--- src/rtl/gpio_ew_pkg.sv ---
package gpio_ew_pkg;
  localparam int SEL_W = 3;

  typedef enum logic [SEL_W-1:0] {
    SEL_RISE_IRQ  = 3'd0,
    SEL_FALL_IRQ  = 3'd1,
    SEL_RISE_WAKE = 3'd2,
    SEL_FALL_WAKE = 3'd3,
    SEL_IRQ_STS   = 3'd4,
    SEL_CLEAR     = 3'd5,
    SEL_WAKE_STS  = 3'd6
  } reg_sel_e;

  localparam int NUM_MASKS = 4;
endpackage

--- src/rtl/gpio_edge_sense.sv ---
module gpio_edge_sense #(
  parameter int NUM_PINS = 32
) (
  input  logic                clk,
  input  logic                rst,
  input  logic [NUM_PINS-1:0] pin_lvl,
  output logic [NUM_PINS-1:0] rise_evt,
  output logic [NUM_PINS-1:0] fall_evt
);
  logic [NUM_PINS-1:0] prev_q;

  // Reference level follows the live input, also while in reset,
  // so the first cycle after reset compares equal levels.
  always_ff @(posedge clk) begin
    prev_q <= pin_lvl;
  end

  always_comb begin
    if (rst) begin
      rise_evt = '0;
      fall_evt = '0;
    end else begin
      rise_evt = pin_lvl & ~prev_q;
      fall_evt = ~pin_lvl & prev_q;
    end
  end

  assert_rise_real_R2: assert property (@(posedge clk) disable iff (rst)
    (|rise_evt) |-> ((pin_lvl & ~$past(pin_lvl) & rise_evt) == rise_evt));

  assert_fall_real_R3: assert property (@(posedge clk) disable iff (rst)
    (|fall_evt) |-> ((~pin_lvl & $past(pin_lvl) & fall_evt) == fall_evt));
endmodule

--- src/rtl/gpio_ew_cfg.sv ---
module gpio_ew_cfg
  import gpio_ew_pkg::*;
#(
  parameter int NUM_PINS = 32
) (
  input  logic                clk,
  input  logic                rst,
  input  logic                wr_en,
  input  logic [SEL_W-1:0]    wr_addr,
  input  logic [NUM_PINS-1:0] wr_data,
  output logic [NUM_PINS-1:0] rise_irq_m,
  output logic [NUM_PINS-1:0] fall_irq_m,
  output logic [NUM_PINS-1:0] rise_wake_m,
  output logic [NUM_PINS-1:0] fall_wake_m
);
  logic [NUM_PINS-1:0] mask_q [NUM_MASKS];

  for (genvar g = 0; g < NUM_MASKS; g++) begin : g_mask
    always_ff @(posedge clk) begin
      if (rst) begin
        mask_q[g] <= '0;
      end else if (wr_en && (wr_addr == SEL_W'(g))) begin
        mask_q[g] <= wr_data;
      end
    end
  end

  assign rise_irq_m  = mask_q[SEL_RISE_IRQ];
  assign fall_irq_m  = mask_q[SEL_FALL_IRQ];
  assign rise_wake_m = mask_q[SEL_RISE_WAKE];
  assign fall_wake_m = mask_q[SEL_FALL_WAKE];

  assert_mask_hold_R11: assert property (@(posedge clk) disable iff (rst)
    !(wr_en && wr_addr == SEL_W'(SEL_RISE_IRQ)) |=> $stable(rise_irq_m));
endmodule

--- src/rtl/gpio_sticky_bits.sv ---
module gpio_sticky_bits #(
  parameter int NUM_PINS = 32
) (
  input  logic                clk,
  input  logic                rst,
  input  logic [NUM_PINS-1:0] set_vec,
  input  logic [NUM_PINS-1:0] clr_vec,
  output logic [NUM_PINS-1:0] sts
);
  // Set takes priority over clear on a per-bit basis.
  always_ff @(posedge clk) begin
    if (rst) begin
      sts <= '0;
    end else begin
      sts <= (sts & ~clr_vec) | set_vec;
    end
  end

  assert_reset_clear_R1: assert property (@(posedge clk)
    rst |=> (sts == '0));

  assert_set_wins_R7: assert property (@(posedge clk) disable iff (rst)
    (|set_vec) |=> ((sts & $past(set_vec)) == $past(set_vec)));

  assert_w1c_R6: assert property (@(posedge clk) disable iff (rst)
    (|clr_vec) |=> ((sts & $past(clr_vec) & ~$past(set_vec)) == '0));

  assert_untouched_stable_R11: assert property (@(posedge clk) disable iff (rst)
    1'b1 |=> (((sts ^ $past(sts)) & ~($past(set_vec) | $past(clr_vec))) == '0));
endmodule

--- src/rtl/gpio_edge_wake.sv ---
module gpio_edge_wake
  import gpio_ew_pkg::*;
#(
  parameter int NUM_PINS = 32
) (
  input  logic                clk,
  input  logic                rst,
  input  logic [NUM_PINS-1:0] pin_lvl,
  input  logic                wr_en,
  input  logic [2:0]          wr_addr,
  input  logic [NUM_PINS-1:0] wr_data,
  input  logic [2:0]          rd_addr,
  output logic [NUM_PINS-1:0] rd_data,
  output logic                irq_out,
  output logic                wake_req
);
  logic [NUM_PINS-1:0] rise_evt, fall_evt;
  logic [NUM_PINS-1:0] rise_irq_m, fall_irq_m, rise_wake_m, fall_wake_m;
  logic [NUM_PINS-1:0] irq_hit, wake_hit, clr_vec;
  logic [NUM_PINS-1:0] irq_sts, wake_sts;

  gpio_edge_sense #(.NUM_PINS(NUM_PINS)) u_sense (
    .clk      (clk),
    .rst      (rst),
    .pin_lvl  (pin_lvl),
    .rise_evt (rise_evt),
    .fall_evt (fall_evt)
  );

  gpio_ew_cfg #(.NUM_PINS(NUM_PINS)) u_cfg (
    .clk         (clk),
    .rst         (rst),
    .wr_en       (wr_en),
    .wr_addr     (wr_addr),
    .wr_data     (wr_data),
    .rise_irq_m  (rise_irq_m),
    .fall_irq_m  (fall_irq_m),
    .rise_wake_m (rise_wake_m),
    .fall_wake_m (fall_wake_m)
  );

  assign irq_hit  = (rise_evt & rise_irq_m)  | (fall_evt & fall_irq_m);
  assign wake_hit = (rise_evt & rise_wake_m) | (fall_evt & fall_wake_m);
  assign clr_vec  = (wr_en && wr_addr == SEL_CLEAR) ? wr_data : '0;

  gpio_sticky_bits #(.NUM_PINS(NUM_PINS)) u_irq_sts (
    .clk     (clk),
    .rst     (rst),
    .set_vec (irq_hit),
    .clr_vec (clr_vec),
    .sts     (irq_sts)
  );

  gpio_sticky_bits #(.NUM_PINS(NUM_PINS)) u_wake_sts (
    .clk     (clk),
    .rst     (rst),
    .set_vec (wake_hit),
    .clr_vec (clr_vec),
    .sts     (wake_sts)
  );

  assign irq_out  = |irq_sts;
  assign wake_req = (|wake_hit) | (|wake_sts);

  always_ff @(posedge clk) begin
    if (rst) begin
      rd_data <= '0;
    end else begin
      case (rd_addr)
        SEL_RISE_IRQ:  rd_data <= rise_irq_m;
        SEL_FALL_IRQ:  rd_data <= fall_irq_m;
        SEL_RISE_WAKE: rd_data <= rise_wake_m;
        SEL_FALL_WAKE: rd_data <= fall_wake_m;
        SEL_IRQ_STS:   rd_data <= irq_sts;
        SEL_WAKE_STS:  rd_data <= wake_sts;
        default:       rd_data <= '0;
      endcase
    end
  end

  assert_irq_cause_R8: assert property (@(posedge clk) disable iff (rst)
    $rose(irq_out) |-> $past(|irq_hit));

  assert_wake_latch_R9: assert property (@(posedge clk) disable iff (rst)
    (|wake_hit) |=> (wake_sts != '0));

  assert_no_masked_set_R5: assert property (@(posedge clk) disable iff (rst)
    (irq_hit == '0) |=> ((irq_sts & ~$past(irq_sts)) == '0));
endmodule

--- config.mk ---
export PLATFORM = sky130hd
export DESIGN_NAME = gpio_edge_wake
export DESIGN_NICKNAME = d
export VERILOG_FILES = /design/src/rtl/gpio_ew_pkg.sv /design/src/rtl/gpio_edge_sense.sv /design/src/rtl/gpio_ew_cfg.sv /design/src/rtl/gpio_sticky_bits.sv /design/src/rtl/gpio_edge_wake.sv
export SDC_FILE = /design/constraint.sdc
export NUM_CORES = 1
export LEC_CHECK = 0
export BUFFER_PORTS_ARGS = -buffer_cell sky130_fd_sc_hd__buf_2
export CORE_MARGIN = 3
export CORE_UTILIZATION = 57
export CTS_CLUSTER_SIZE = 20
export DETAILED_ROUTE_END_ITERATION = 10
export PLACE_DENSITY = 0.8
export REMOVE_ABC_BUFFERS = 1
export SYNTH_ARGS = -nofsm -noshare
export SYNTH_HDL_FRONTEND = slang
export SYNTH_SLANG_ARGS = --single-unit
--- constraint.sdc ---
create_clock -name clk -period 2.4 [get_ports clk]
set_input_delay 0.12 -clock clk [delete_from_list [all_inputs] [get_ports clk]]
set_output_delay 0.12 -clock clk [all_outputs]
set_load 0.02 [all_outputs]
Word-level counts from Yosys, hierarchy flattened
Memory sizes are Yosys's and may differ from the RTL's.
Index checks and enable logic that the tools add are counted.
Operators by class
  equality and inequality tests: 9
  muxes and demuxes: 22
  bitwise operators: 20
  reductions and logical operators: 10
Operators by type and width (count)
  32-bit bitwise AND: 8
  32-bit two-way mux: 7
  32-bit one-hot mux with 6 select lines: 1
  32-bit bitwise OR: 4
  32-bit NOT: 3
  32-bit OR reduction: 3
  1-bit two-way mux: 14
  3-bit by 2-bit == test with 1-bit output, second input constant: 4
  3-bit == test, second input constant: 3
  3-bit by 1-bit == test with 1-bit output, second input constant: 2
  3-bit logical NOT: 2
  1-bit logical AND: 5
  1-bit bitwise OR: 5
Storage, ports and cells
  register bits: 128
  memory bits (writable): 128
  output and inout bits: 34
  word-level logic and storage cells: 66
  memories: 1
Memories
  u_cfg.mask_q: words 4, bits a word 32, read ports 4, clocked after Yosys merged registers in 0, write ports 4, RTL line gpio_ew_cfg.sv:16  | logic [NUM_PINS-1:0] mask_q [NUM_MASKS];

Depth between registers and ports, before layout
  depth after elaboration: 7
  depth in mapped cells: 7

Cells and area by module
From an unflattened synthesis, not the netlist that was laid out.
Second synthesis, totals
  cell total of the unflattened synthesis: 981
  area total of the unflattened synthesis: 11408.4 um^2
By module, submodules not included
  gpio_ew_cfg: instances 1, cells an instance 292, area an instance 4833.4 um^2, sequential area each 3843.7 um^2
  gpio_edge_wake: instances 1, cells an instance 324, area an instance 2712.6 um^2, sequential area each 640.6 um^2
  gpio_sticky_bits: instances 2, cells an instance 131, area an instance 1154.9 um^2, sequential area each 640.6 um^2
  gpio_edge_sense: instances 1, cells an instance 103, area an instance 1552.7 um^2, sequential area each 640.6 um^2

Worst setup path after synthesis
Ideal clock, no wire load.
  path type: register to output
  start: mem u_cfg.mask_q[3][0]
  end: out wake_req
  data arrival time: 1.632 ns
  setup slack: 0.648 ns
  cell stages (with the launch flop): 6
  path buffers: 0
  cells stage by stage: edfxtp_1 nor2b_1 a32o_1 or4_1 nor4_2 nand4_1
RTL lines
  from (decl): RTL line gpio_ew_cfg.sv:16
  to (decl): RTL line gpio_edge_wake.sv:15  | output logic wake_req

==> metrics.md <==
| Metric | Value |
|---|---|
| DR iter-0 viols | `~910` |
| Hold WC Path Type | `input pin to flop` |
| PwrDens | `783 nW/um^2` |
| Final WL | `~30000 microns` |
| Fin Hold WS | `0.0574 ns` |
| Slowest cell on crit path | `or4_4` |
| CTS Buf Count | `26` |
| Critical path class | `flop to primary output` |
| Maxcap violations | `0` |
| Uppermost layer routed | `met4` |
| Asr flop ratio synth | `0` |
| Sequential fraction of the synthesis area | `0.609` |
| Finished Core Util | `0.722` |
| PortBufs | `about 110` |
| Row count | `49` |
| Status | `finished with violations` |
| Cells after Synth | `between 900 and 1000` |
| WL/cell | `approximately 22 microns` |
| DRC viols | `0` |
| Post-synth EDFFs | `about 130` |
| Bufs and invs on worst path | `1` |
| Final worst-path cycle share | `1.04` |
| Critical Path RT | `~2.3 ns` |
| Final GP Congestion | `0.874` |
| CTS tree | `yes` |
| CTS max path bufs | `3` |
| Antenna violations before repair | `0` |
| Failing checks | `setup timing` |
| Leak | `approximately 4.8 nW` |
| Seq cells post-synth | `between 200 and 300` |
| Top FF cell, synth | `edfxtp_1` |
| Startpoint Class | `flop` |
| Worst EP arrival | `2.37 ns` |
| Crit path max fanout | `2` |
| Via count | `around 8700` |
| Metal2 WL | `14800 microns` |
| Starting Density | `0.584` |
| Crit. End Element | `primary output` |
| Via density | `6.33` |
| Worst slew margin | `0.608` |
| Number of global-route vias before repair | `between 8000 and 9000` |
| Final WS setup | `-0.0864 ns` |
| Sink Count | `roughly 260` |
| RSZ-0062 raised after global routing | `true` |
| # setup viols final | `1` |
| Final Total Pwr | `between 10 and 15 mW` |
| Die Wd | `between 100 and 150 microns` |
| Cells taking the most area after synthesis | `edfxtp_1, dfxtp_1, and2_1` |
| I/O pin cnt | `107` |
| Minimum clock period | `approximately 2.5 ns` |
| Cell variety after synth | `38` |
| Cell taking the most area after synthesis | `edfxtp_1` |
| Clk slew on worst S/H paths | `approximately 0.06 ns` |
| Critical-path cell list | `nor2b_1 -> a32o_1 -> or4_4 -> nor4_2 -> nand4_1 -> buf_4` |
| CP top delay family | `simple AND/OR/NAND/NOR gates` |
| Commonest cells after routing, fill and taps aside | `and2_1, dfxtp_1, edfxtp_1, buf_2, a22oi_1` |
| DRT Pass-1 Iters | `6` |
| Core area | `18000 sq um` |
| WL met3 | `~3000 microns` |
| GR Overflow Total | `0` |
| N_diodes | `0` |
| Layout area overhead | `23.8%` |
| Total die area | `20100 sq um` |
| Worst-case clock skew | `between 0.01 and 0.015 ns` |
| Post-synth top area share | `0.365` |
| Crit-path max cell delay | `0.49 ns` |
| # nets final | `approximately 1200` |
| Metal-1 WL | `~12000 microns` |
| Mean post-synth cell area | `11.1 sq um` |
| Die Y | `142 microns` |
| Worst slack, placed | `around 0.30 ns` |
| Maximum VDD drop | `~0.00066 V` |
| Fin. max-slew vios | `0` |
| First-pass GRT wire length | `around 47000 microns` |
| Maximum clock frequency | `402 MHz` |
| Worst Max-Slew Pin Slew | `roughly 0.58 ns` |
| DP HPWL | `between 15000 and 20000 microns` |
| # H-tree levels | `1` |
| Routed Antenna Nets | `0` |
| Layout cell share with drive strength beyond 1 | `0.172` |
| Clk root buf | `clkbuf_16` |
| Count of final hold-check violations | `0` |
| Synth Warn # | `0` |
| Most common cell after layout, fill and taps aside | `and2_1` |
| Pin count of the biggest net entering global routing | `33` |
| Synthesized area | `10500 sq um` |
| GR Util All Layers | `0.302` |
| Insertion delay to the later sink of the worst-skew pair | `0.53 ns` |
## cell type report
cell class	count	area, sq um
clock buffers	33	748
inverters	2	7.51
repair buffers	202	1450
multi-input cells	640	3980
well taps	229	287
fillers	1262	5000
clock inverters	15	145
flip-flops and latches	256	6410
## Yosys cell counts (all sizes together), types with 8 or more instances
library cell	number
dfxtp	128
a222oi	8
clkbuf	42
nor2b	18
a21oi	62
nor2	53
nand2	77
and2	130
nor4	19
a31oi	43
o21ai	22
buf	8
edfxtp	128
a22oi	101
nand3b	68
## per-stage QoR
step                TNS [ns]  instance area [sq um]  instances
global placement           0                  11400       1263
floorplan                  0                  10300        898
global route          -0.131                  13000       1377
detailed placement         0                  11400       1263
CTS                  -0.0374                  13000       1376
finish               -0.0864                  13000       1377
## kinds of logic after synthesis
kind of cell           count (synthesis)  share of synthesized area
AOI/OAI and AO/OA                    247                      0.154
buffers and inverters                 52                     0.0202
DFF                                  256                      0.609
and+or+nand+nor                      393                      0.216
## repair_timing
| item | in CTS | in global routing |
|---|---|---|
| cloned | 0 | 0 |
| endpoints found under the hold margin | 213 | 0 |
| endpoints found under the setup margin | 1 | 1 |
| buffers inserted | 1 | 1 |
| resized for setup | 8 | 1 |
| hold buffers | 64 | 0 |
| pin swaps | 3 | 2 |
## worst reg2reg max path, stage by stage (launching register included)
cell and delay (ns):
dfxtp_1 0.33, nand3b_1 0.17, a21oi_1 0.35, a21oi_1 0.09
nor2_1 0.13
## report_power, final
group | internal [mW] | total (mW) | switching, mW
Sequential | 4.88 | 5.07 | 0.194
Combinational | 0.390 | 0.945 | 0.555
Clock | 2.51 | 4.17 | 1.66
Total | 7.78 | 10.2 | 2.41
## per-layer routing
layer	up-vias	global-route usage
li1	3900	-
met1	4187	0.396
met2	522	0.507
met3	109	0.0492
met4	0	0.116
met5	-	0
## flip-flops by register name (all words and copies together), names as in the netlist
name,count
rd_data,32
u_cfg.mask_q,128
u_irq_sts.sts,32
u_sense.prev_q,32
u_wake_sts.sts,32
## worst paths after layout
kind                      startpoint            endpoint  slack [ns]  depth (start not counted)
setup reg to reg  u_sense.prev_q[24]  u_wake_sts.sts[24]        1.26                          4
hold / removal                   rst   u_irq_sts.sts[31]        0.06                          3
setup / recovery  u_cfg.mask_q[3][0]            wake_req       -0.09                          6
hold reg to reg   u_wake_sts.sts[12]  u_wake_sts.sts[12]        0.48                          2
Power figures use the tool's default switching activity.
